## src/rtl/mdu_pkg.sv

```systemverilog
package mdu_pkg;
    localparam int DW = 8;

    typedef enum logic [1:0] {
        OP_MUL  = 2'd0,
        OP_DIV  = 2'd1,
        OP_DADD = 2'd2,
        OP_DSUB = 2'd3
    } mdu_op_e;

    typedef struct packed {
        logic n;
        logic v;
        logic h;
        logic z;
        logic c;
    } mdu_flags_t;

    typedef struct packed {
        logic [DW-1:0] a;
        logic [DW-1:0] y;
        mdu_flags_t    f;
    } mdu_res_t;
endpackage

```

## src/rtl/mdu_mul.sv

```systemverilog
module mdu_mul
    import mdu_pkg::*;
(
    input  logic [DW-1:0] a_i,
    input  logic [DW-1:0] y_i,
    input  mdu_flags_t    f_i,
    output mdu_res_t      res_o
);
    logic [2*DW-1:0] prod;

    always_comb begin
        prod       = {{DW{1'b0}}, y_i} * {{DW{1'b0}}, a_i};
        res_o.a    = prod[DW-1:0];
        res_o.y    = prod[2*DW-1:DW];
        res_o.f    = f_i;
        res_o.f.n  = prod[2*DW-1];
        res_o.f.z  = (prod[2*DW-1:DW] == '0);
    end
endmodule

```

## src/rtl/mdu_div.sv

```systemverilog
module mdu_div
    import mdu_pkg::*;
(
    input  logic [DW-1:0] a_i,
    input  logic [DW-1:0] x_i,
    input  logic [DW-1:0] y_i,
    input  mdu_flags_t    f_i,
    output mdu_res_t      res_o
);
    localparam int EW = 2*DW + 1;

    logic [2*DW-1:0] dividend;
    logic [2*DW-1:0] safe_x;
    logic            fits;
    logic [EW-1:0]   excess;
    logic [EW-1:0]   span;
    logic [DW-1:0]   q_sel;
    logic [DW-1:0]   r_sel;

    always_comb begin
        dividend = {y_i, a_i};
        fits     = {1'b0, y_i} < {x_i, 1'b0};
        safe_x   = (x_i == '0) ? 16'(1) : {{DW{1'b0}}, x_i};
        excess   = {1'b0, dividend} - {x_i, {(DW+1){1'b0}}};
        span     = EW'(1 << DW) - {{(DW+1){1'b0}}, x_i};
        if (fits) begin
            q_sel = DW'(dividend / safe_x);
            r_sel = DW'(dividend % safe_x);
        end else begin
            q_sel = DW'(EW'((1 << DW) - 1) - excess / span);
            r_sel = DW'({{(DW+1){1'b0}}, x_i} + excess % span);
        end
        res_o.a   = q_sel;
        res_o.y   = r_sel;
        res_o.f   = f_i;
        res_o.f.v = (y_i >= x_i);
        res_o.f.h = (y_i[3:0] >= x_i[3:0]);
        res_o.f.n = q_sel[DW-1];
        res_o.f.z = (q_sel == '0);
    end
endmodule

```

## src/rtl/mdu_decadj.sv

```systemverilog
module mdu_decadj
    import mdu_pkg::*;
(
    input  logic          sub_i,
    input  logic [DW-1:0] a_i,
    input  logic [DW-1:0] y_i,
    input  mdu_flags_t    f_i,
    output mdu_res_t      res_o
);
    logic [DW-1:0] acc;
    logic          carry;

    always_comb begin
        acc   = a_i;
        carry = f_i.c;
        if (!sub_i) begin
            if (f_i.c || a_i > 8'h99) begin
                acc   = acc + 8'h60;
                carry = 1'b1;
            end
            if (f_i.h || acc[3:0] > 4'd9) acc = acc + 8'h06;
        end else begin
            if (!f_i.c || a_i > 8'h99) begin
                acc   = acc - 8'h60;
                carry = 1'b0;
            end
            if (!f_i.h || acc[3:0] > 4'd9) acc = acc - 8'h06;
        end
        res_o.a   = acc;
        res_o.y   = y_i;
        res_o.f   = f_i;
        res_o.f.c = carry;
        res_o.f.n = acc[DW-1];
        res_o.f.z = (acc == '0);
    end
endmodule

```

## src/rtl/mdu_top.sv

```systemverilog
module mdu_top
    import mdu_pkg::*;
#(
    parameter int MUL_CYC = 8,
    parameter int DIV_CYC = 11,
    parameter int ADJ_CYC = 2
) (
    input  logic       clk,
    input  logic       rst_n,
    input  logic       start,
    input  logic [1:0] op_sel,
    input  logic [7:0] a_in,
    input  logic [7:0] x_in,
    input  logic [7:0] y_in,
    input  logic [4:0] flags_in,
    output logic       busy,
    output logic       done,
    output logic [7:0] a_out,
    output logic [7:0] y_out,
    output logic [4:0] flags_out
);
    localparam int MAX_CYC = (MUL_CYC > DIV_CYC) ?
                             ((MUL_CYC > ADJ_CYC) ? MUL_CYC : ADJ_CYC) :
                             ((DIV_CYC > ADJ_CYC) ? DIV_CYC : ADJ_CYC);
    localparam int CW = $clog2(MAX_CYC + 1);

    typedef struct packed {
        logic          busy;
        logic          done;
        logic [CW-1:0] cnt;
        mdu_op_e       op;
        mdu_res_t      pend;
        mdu_res_t      outr;
    } state_t;

    state_t     st_d, st_q;
    mdu_op_e    op_req;
    mdu_flags_t f_req;
    mdu_res_t   mul_res, div_res, adj_res, sel_res;

    assign op_req = mdu_op_e'(op_sel);
    assign f_req  = mdu_flags_t'(flags_in);

    mdu_mul u_mul (.a_i(a_in), .y_i(y_in), .f_i(f_req), .res_o(mul_res));
    mdu_div u_div (.a_i(a_in), .x_i(x_in), .y_i(y_in), .f_i(f_req), .res_o(div_res));
    mdu_decadj u_adj (.sub_i(op_sel[0]), .a_i(a_in), .y_i(y_in), .f_i(f_req),
                      .res_o(adj_res));

    always_comb begin
        st_d      = st_q;
        st_d.done = 1'b0;
        unique case (op_req)
            OP_MUL:  sel_res = mul_res;
            OP_DIV:  sel_res = div_res;
            default: sel_res = adj_res;
        endcase
        if (st_q.busy) begin
            st_d.cnt = st_q.cnt - 1'b1;
            if (st_q.cnt == CW'(1)) begin
                st_d.busy = 1'b0;
                st_d.done = 1'b1;
                st_d.outr = st_q.pend;
            end
        end else if (start) begin
            st_d.busy = 1'b1;
            st_d.op   = op_req;
            st_d.pend = sel_res;
            unique case (op_req)
                OP_MUL:  st_d.cnt = CW'(MUL_CYC);
                OP_DIV:  st_d.cnt = CW'(DIV_CYC);
                default: st_d.cnt = CW'(ADJ_CYC);
            endcase
        end
    end

    always_ff @(posedge clk) begin
        if (!rst_n) st_q <= '0;
        else        st_q <= st_d;
    end

    assign busy      = st_q.busy;
    assign done      = st_q.done;
    assign a_out     = st_q.outr.a;
    assign y_out     = st_q.outr.y;
    assign flags_out = st_q.outr.f;


    done_pulse_chk: assert property (@(posedge clk) disable iff (!rst_n)
        done |=> !done);


    done_idle_chk: assert property (@(posedge clk) disable iff (!rst_n)
        done |-> !busy);


    out_hold_chk: assert property (@(posedge clk) disable iff (!rst_n)
        !done |-> (a_out == $past(a_out) && y_out == $past(y_out)
                   && flags_out == $past(flags_out)));


    busy_ignore_chk: assert property (@(posedge clk) disable iff (!rst_n)
        (busy && start) |=> (st_q.op == $past(st_q.op)
                             && st_q.pend == $past(st_q.pend)));


    mul_nz_chk: assert property (@(posedge clk) disable iff (!rst_n)
        (done && st_q.op == OP_MUL) |->
            (flags_out[4] == y_out[7] && flags_out[1] == (y_out == 8'h00)));


    div_nz_chk: assert property (@(posedge clk) disable iff (!rst_n)
        (done && st_q.op == OP_DIV) |->
            (flags_out[4] == a_out[7] && flags_out[1] == (a_out == 8'h00)));
endmodule

```

## config.mk

```make
export PLATFORM = sky130hd
export DESIGN_NAME = mdu_top
export DESIGN_NICKNAME = d
export VERILOG_FILES = /design/src/rtl/mdu_pkg.sv /design/src/rtl/mdu_mul.sv /design/src/rtl/mdu_div.sv /design/src/rtl/mdu_decadj.sv /design/src/rtl/mdu_top.sv
export SDC_FILE = /design/constraint.sdc
export NUM_CORES = 1
export LEC_CHECK = 0
export BUFFER_PORTS_ARGS = -buffer_cell sky130_fd_sc_hd__buf_2
export CAP_MARGIN = 10
export CORE_ASPECT_RATIO = 2
export CORE_UTILIZATION = 70
export DETAILED_ROUTE_END_ITERATION = 10
export PLACE_DENSITY = 0.88
export SLEW_MARGIN = 20
export SYNTH_ARGS = -nofsm -noshare
export SYNTH_HDL_FRONTEND = slang
export SYNTH_HIERARCHICAL = 1
export SYNTH_SLANG_ARGS = --single-unit
```

## constraint.sdc

```tcl
create_clock -name clk -period 125.3 [get_ports clk]
set_input_delay 12.53 -clock clk [delete_from_list [all_inputs] [get_ports clk]]
set_output_delay 12.53 -clock clk [all_outputs]
set_load 0.02 [all_outputs]
```

Yosys cells after proc, flatten, opt, wreduce, memory -nomap -nowiden --
Cells that the tools add are included.
Storage, ports and cells: output and inout bits 23, bits of input ports 34, bits in registers 50, word-level logic and storage cells 76
Operators by class: multiplexer cells 20, add/sub/neg operators 9, divide/modulo/power cells 4, $lt $le $gt $ge 6, bitwise gates (word level) 1, equal/unequal tests 2, multiply operators 1, reductions and logical operators 15
Operator list (count):
- two-way mux 8 bit | 10
- one-hot mux 21 bit (2 select lines) | 1
- logical NOT 8 bit | 4
- two-way mux 27 bit | 1
- divider 17 x 17 -> 17 bit | 1
- modulo 17 x 17 -> 17 bit | 1
- subtractor 16 x 17 -> 17 bit | 1
- divider 16 x 16 -> 16 bit | 1
- modulo 16 x 16 -> 16 bit | 1
- multiplier 8 x 8 -> 16 bit | 1
- subtractor 9 x 8 -> 10 bit, first input constant | 1
- less-than comparator 8 x 9 -> 1 bit | 1
- adder 8 x 3 -> 8 bit, second input constant | 1
- adder 8 x 7 -> 8 bit, second input constant | 1
- adder 8 bit | 1
- greater-or-equal comparator 8 bit | 1
- > comparator 4 bit, second input constant | 2
- > comparator 8 bit, second input constant | 1
- one-hot mux 4 bit (2 select lines) | 1
- subtractor 8 x 3 -> 8 bit, second input constant | 1
- subtractor 8 x 7 -> 8 bit, second input constant | 1
- subtractor 8 bit, first input constant | 1
- AND reduction 2 bit | 3
- two-way mux 1 bit | 5
- 11 further kinds | 15

Logic depth before layout (Yosys ltp) --
depth in word-level cells 12, gate-level depth with buffers 193, depth with buffers taken out 182

Hierarchy --
Netlist, hierarchy kept.
By module, submodules not included:
- mdu_div | seq. area each 0.0 µm², area an instance 13305.3 µm², times used 1, cells each 1904
- mdu_top | seq. area each 960.9 µm², area an instance 2354.8 µm², times used 1, cells each 242
- mdu_mul | seq. area each 0.0 µm², area an instance 2239.6 µm², times used 1, cells each 261
- mdu_decadj | seq. area each 0.0 µm², area an instance 785.8 µm², times used 1, cells each 114

Worst setup path before layout --
No wires, ideal clock.
path kind input-to-reg, from input x_in[3], to register st_q[32] (netlist bit), setup time 132 ps, data required time 125168 ps, cell stages on the path 182, buffers on the path 11, path slack 76992 ps, arrival 48176 ps, path through clkbuf_1 inv_1 ha_1 o211a_1 o31a_1 o32a_1 xnor2_1 ha_1 a31oi_1 ha_1 o21ai_0 a21oi_1 a21o_1 nand2_1 a22oi_1 inv_1 ha_1 a21o_1 [146 not listed] a211o_1 a2111o_1 clkbuf_1 nor2_1 a21oi_1 ha_1 fa_1 a21oi_1 nor2_1 nor2_1 o21bai_1 a21oi_1 xnor2_1 nor2_1 a21oi_1 mux2_2 o211ai_1 a21oi_1
RTL lines:
- from (decl) | RTL line mdu_top.sv:13 | input logic [7:0] x_in,
- to (signal assigned) | RTL line mdu_top.sv:78 | else st_q <= st_d;
- to (decl) | RTL line mdu_top.sv:36 | state_t st_d, st_q;

==> flow_metrics.env <==
export IMPL_outcome="finished, final reports clean"
export IMPL_cts_resized=0
export IMPL_gp_congestion=0.977
export IMPL_synth_adder_area_share_pct=23.4
export IMPL_io_pins=57
export IMPL_ys_top_cells_by_area="ha_1 19%, dfxtp_1 5.1%, a21oi_1 4.5%, fa_1 4.3%, mux2_2 4.2%"
export IMPL_synth_area_mux_share_pct=5.97
export IMPL_root_buffer="clkbuf_16"
export IMPL_cp_end_kind="flip-flop"
export IMPL_ys_top_cells_by_count="285 x ha_1, 205 x nor2_1, 198 x nand2_1"
export IMPL_synth_ff_type="dfxtp_1"
export IMPL_yosys_area_top_type_share_pct=19.1
export IMPL_drt_iter0_drc=1166
export IMPL_max_freq_mhz=18.1
export IMPL_setup_tns_ns=0
export IMPL_cts_buffers_inserted=5
export IMPL_path_common_cell="o21a_1"
export IMPL_die_h_um=233
export IMPL_slew_violations=0
export IMPL_netlist_area_sq_um=18700
export IMPL_synth_top_area_cell="ha_1"
export IMPL_finalCritPeriodShare_pct=44.0
export IMPL_vias=19600
export IMPL_dr_pass1_iters=6
export IMPL_first_global_vias=19800
export IMPL_synth_compound_area_share_pct=29.0
export IMPL_drt_wl_total_um=55900
export IMPL_die_area_sq_um=27400
export IMPL_finalCriticalPeriod_ns=55.18
export IMPL_finalHoldViolCount=0
export IMPL_synthSimpleGateAreaFrac_pct=24.2
export IMPL_antenna_left=0
export IMPL_cts_hold_fix_buffers=0
export IMPL_syn_mean_instance_area_sq_um=7.41
export IMPL_core_area_sq_um=26300
export IMPL_netlist_cell_type_count=113
export IMPL_nets=2846
export IMPL_start_kind="input port"
export IMPL_cap_violations=0
export IMPL_dpl_hpwl_um=44000
export IMPL_holdPathStages=2
export IMPL_die_w_um=118
export IMPL_syn_inst=2521
export IMPL_row_count=84
export IMPL_cp_data_arrival_time_ns=55.33
export IMPL_synth_top_family_by_area="compound AO/OA/AOI/OAI gates"
export IMPL_drive_gt1_share_pct=9.85
export IMPL_finish_utilization_pct=72.6
export IMPL_fin_worst_skew_ns=0.00650
export IMPL_slew_headroom_pct=28.7
export IMPL_seq_area_frac_synth_pct=5.14
export IMPL_grt_setup_unrepaired="false"
export IMPL_grt_first_pass_wirelength_um=89500
export IMPL_path_class="in2reg"
export IMPL_ys_warn_count=6
export IMPL_synth_most_common_cell="ha_1"
export IMPL_critical_path_required_ns=125.46
export IMPL_cts_tree="built"
export IMPL_path_clk_slew_ns=0.07
export IMPL_cts_sinks=48
export IMPL_grt_overflow_total=0
export IMPL_track_usage_pct=39.7
export IMPL_io_buffers=54
export IMPL_min_path_type="reg2reg"
export IMPL_setup_viol=0
export IMPL_synth_xor_area_share_pct=5.72
export IMPL_tightest_slew_ns=1.06
export IMPL_clk_latency_ns=0.29
export IMPL_vias_per_cell=6.91
export IMPL_drt_wirelength_per_cell_um=19.7
export IMPL_synth_edff_count=0
export IMPL_grt_start_max_net_pins=45
export IMPL_drc=0
export IMPL_syn_to_final_growth_pct=2.06
export IMPL_h_tree_depth=2
export IMPL_async_flop_share_pct=0
export IMPL_antenna_found_initial=3
export IMPL_cp_slowest_stage_delay_ns=0.87
export IMPL_syn_num_nets=2880
export IMPL_ys_seq_elements=48
export IMPL_cpMaxStageDelayCell="nor2_1"
export IMPL_worst_r2r_path_depth=3
export IMPL_cp_max_fo=15
export IMPL_clockBufferDepth=2
export IMPL_post_cts_buffers=0
export IMPL_start_util_pct=71.1
per-stage QoR:
stage / hold slack (ns) / area [sq um] / setup slack [ns] / instances
after floorplan: 0.432 / 18700 / 76.99 / 2521
after global placement: 0.442 / 18900 / 71.32 / 2824
after detailed placement: 0.448 / 18900 / 70.44 / 2824
after CTS: 0.455 / 19100 / 70.61 / 2832
after global routing: 0.470 / 19100 / 67.30 / 2832
final: 0.462 / 19100 / 70.12 / 2833
logic make-up (layout without fill, tap and decap cells):
family	Yosys count	count (layout)
AO/OA/AOI/OAI	768	768
XOR/XNOR	122	122
adder cells (fa/ha/maj)	326	326
buffers and inverters	262	229
flip-flops	48	48
multiplexers	102	102
other	0	1
AND/OR/NAND/NOR	893	893
worst max-delay path: cells and delay by family:
kind | cells | cell delay, ns
AOI/OAI and AO/OA | 105 | 25.15
and+or+nand+nor | 32 | 8.00
adders and majority gates | 19 | 6.08
muxes | 6 | 2.19
buffers and inverters | 6 | 0.98
xor gates and xnor gates | 2 | 0.35
final timing paths:
check	endpoint	slack, ns	from
setup / recovery	st_q[33]$_SDFFE_PN0P_	70.12	y_in[2]
hold / removal	st_q[30]$_SDFFE_PN0P_	0.46	st_q[30]$_SDFFE_PN0P_
setup reg to reg	st_q[23]$_SDFFE_PN0P_	123.34	busy$_SDFF_PN0_
hold reg to reg	st_q[30]$_SDFFE_PN0P_	0.46	st_q[30]$_SDFFE_PN0P_
per-layer routing:
layer	up-vias	GRT usage, %	wire [um]	part of all wire, %
li1	9245	-	-	-
met1	9206	35.7	19100	34
met2	757	76.3	28900	52
met3	363	4.59	2780	5.0
met4	6	37.3	5090	9.1
met5	-	0	28	0.050
area by class of cell:
cell class | instances | area [sq um]
Sequential cell | 48 | 961
Inverter | 141 | 529
Antenna cell | 1 | 2.50
Fill cell | 2134 | 7200
Clock buffer | 5 | 125
Multi-Input combinational cell | 2211 | 16500
Clock inverter | 3 | 46.3
Tap cell | 344 | 430
Timing Repair Buffer | 80 | 465
flip-flops by register name (all words and copies together), names as in the netlist:
name       flops
st_q          25
a_out          8
y_out          8
flags_out      5
busy           1
done           1
cells in the final DEF, fill, tap and decap left out, types with 26 or more instances in the layout:
master    netlist  final
a21o_1         55     55
fa_1           40     40
or2_2          28     28
nor3_1        118    118
o21a_1        100    100
dfxtp_1        48     48
o21ai_0       115    114
a21oi_1       168    168
and2_1         71     71
mux2_2         70     70
xnor2_1        83     81
mux2i_1        30     30
nor2_1        205    204
nand2_1       198    198
o31ai_1        43     43
nand3_1        49     49
buf_4          49     26
a31oi_1        31     31
or3_1          32     32
nand2b_1       52     52
inv_1         140    140
ha_1          285    285
xor2_1         39     39
o211ai_1       45     45
buf_2          15     54
Power is not shown: default switching activity piles up to over one toggle a cycle in this logic, so the estimate is an artifact.
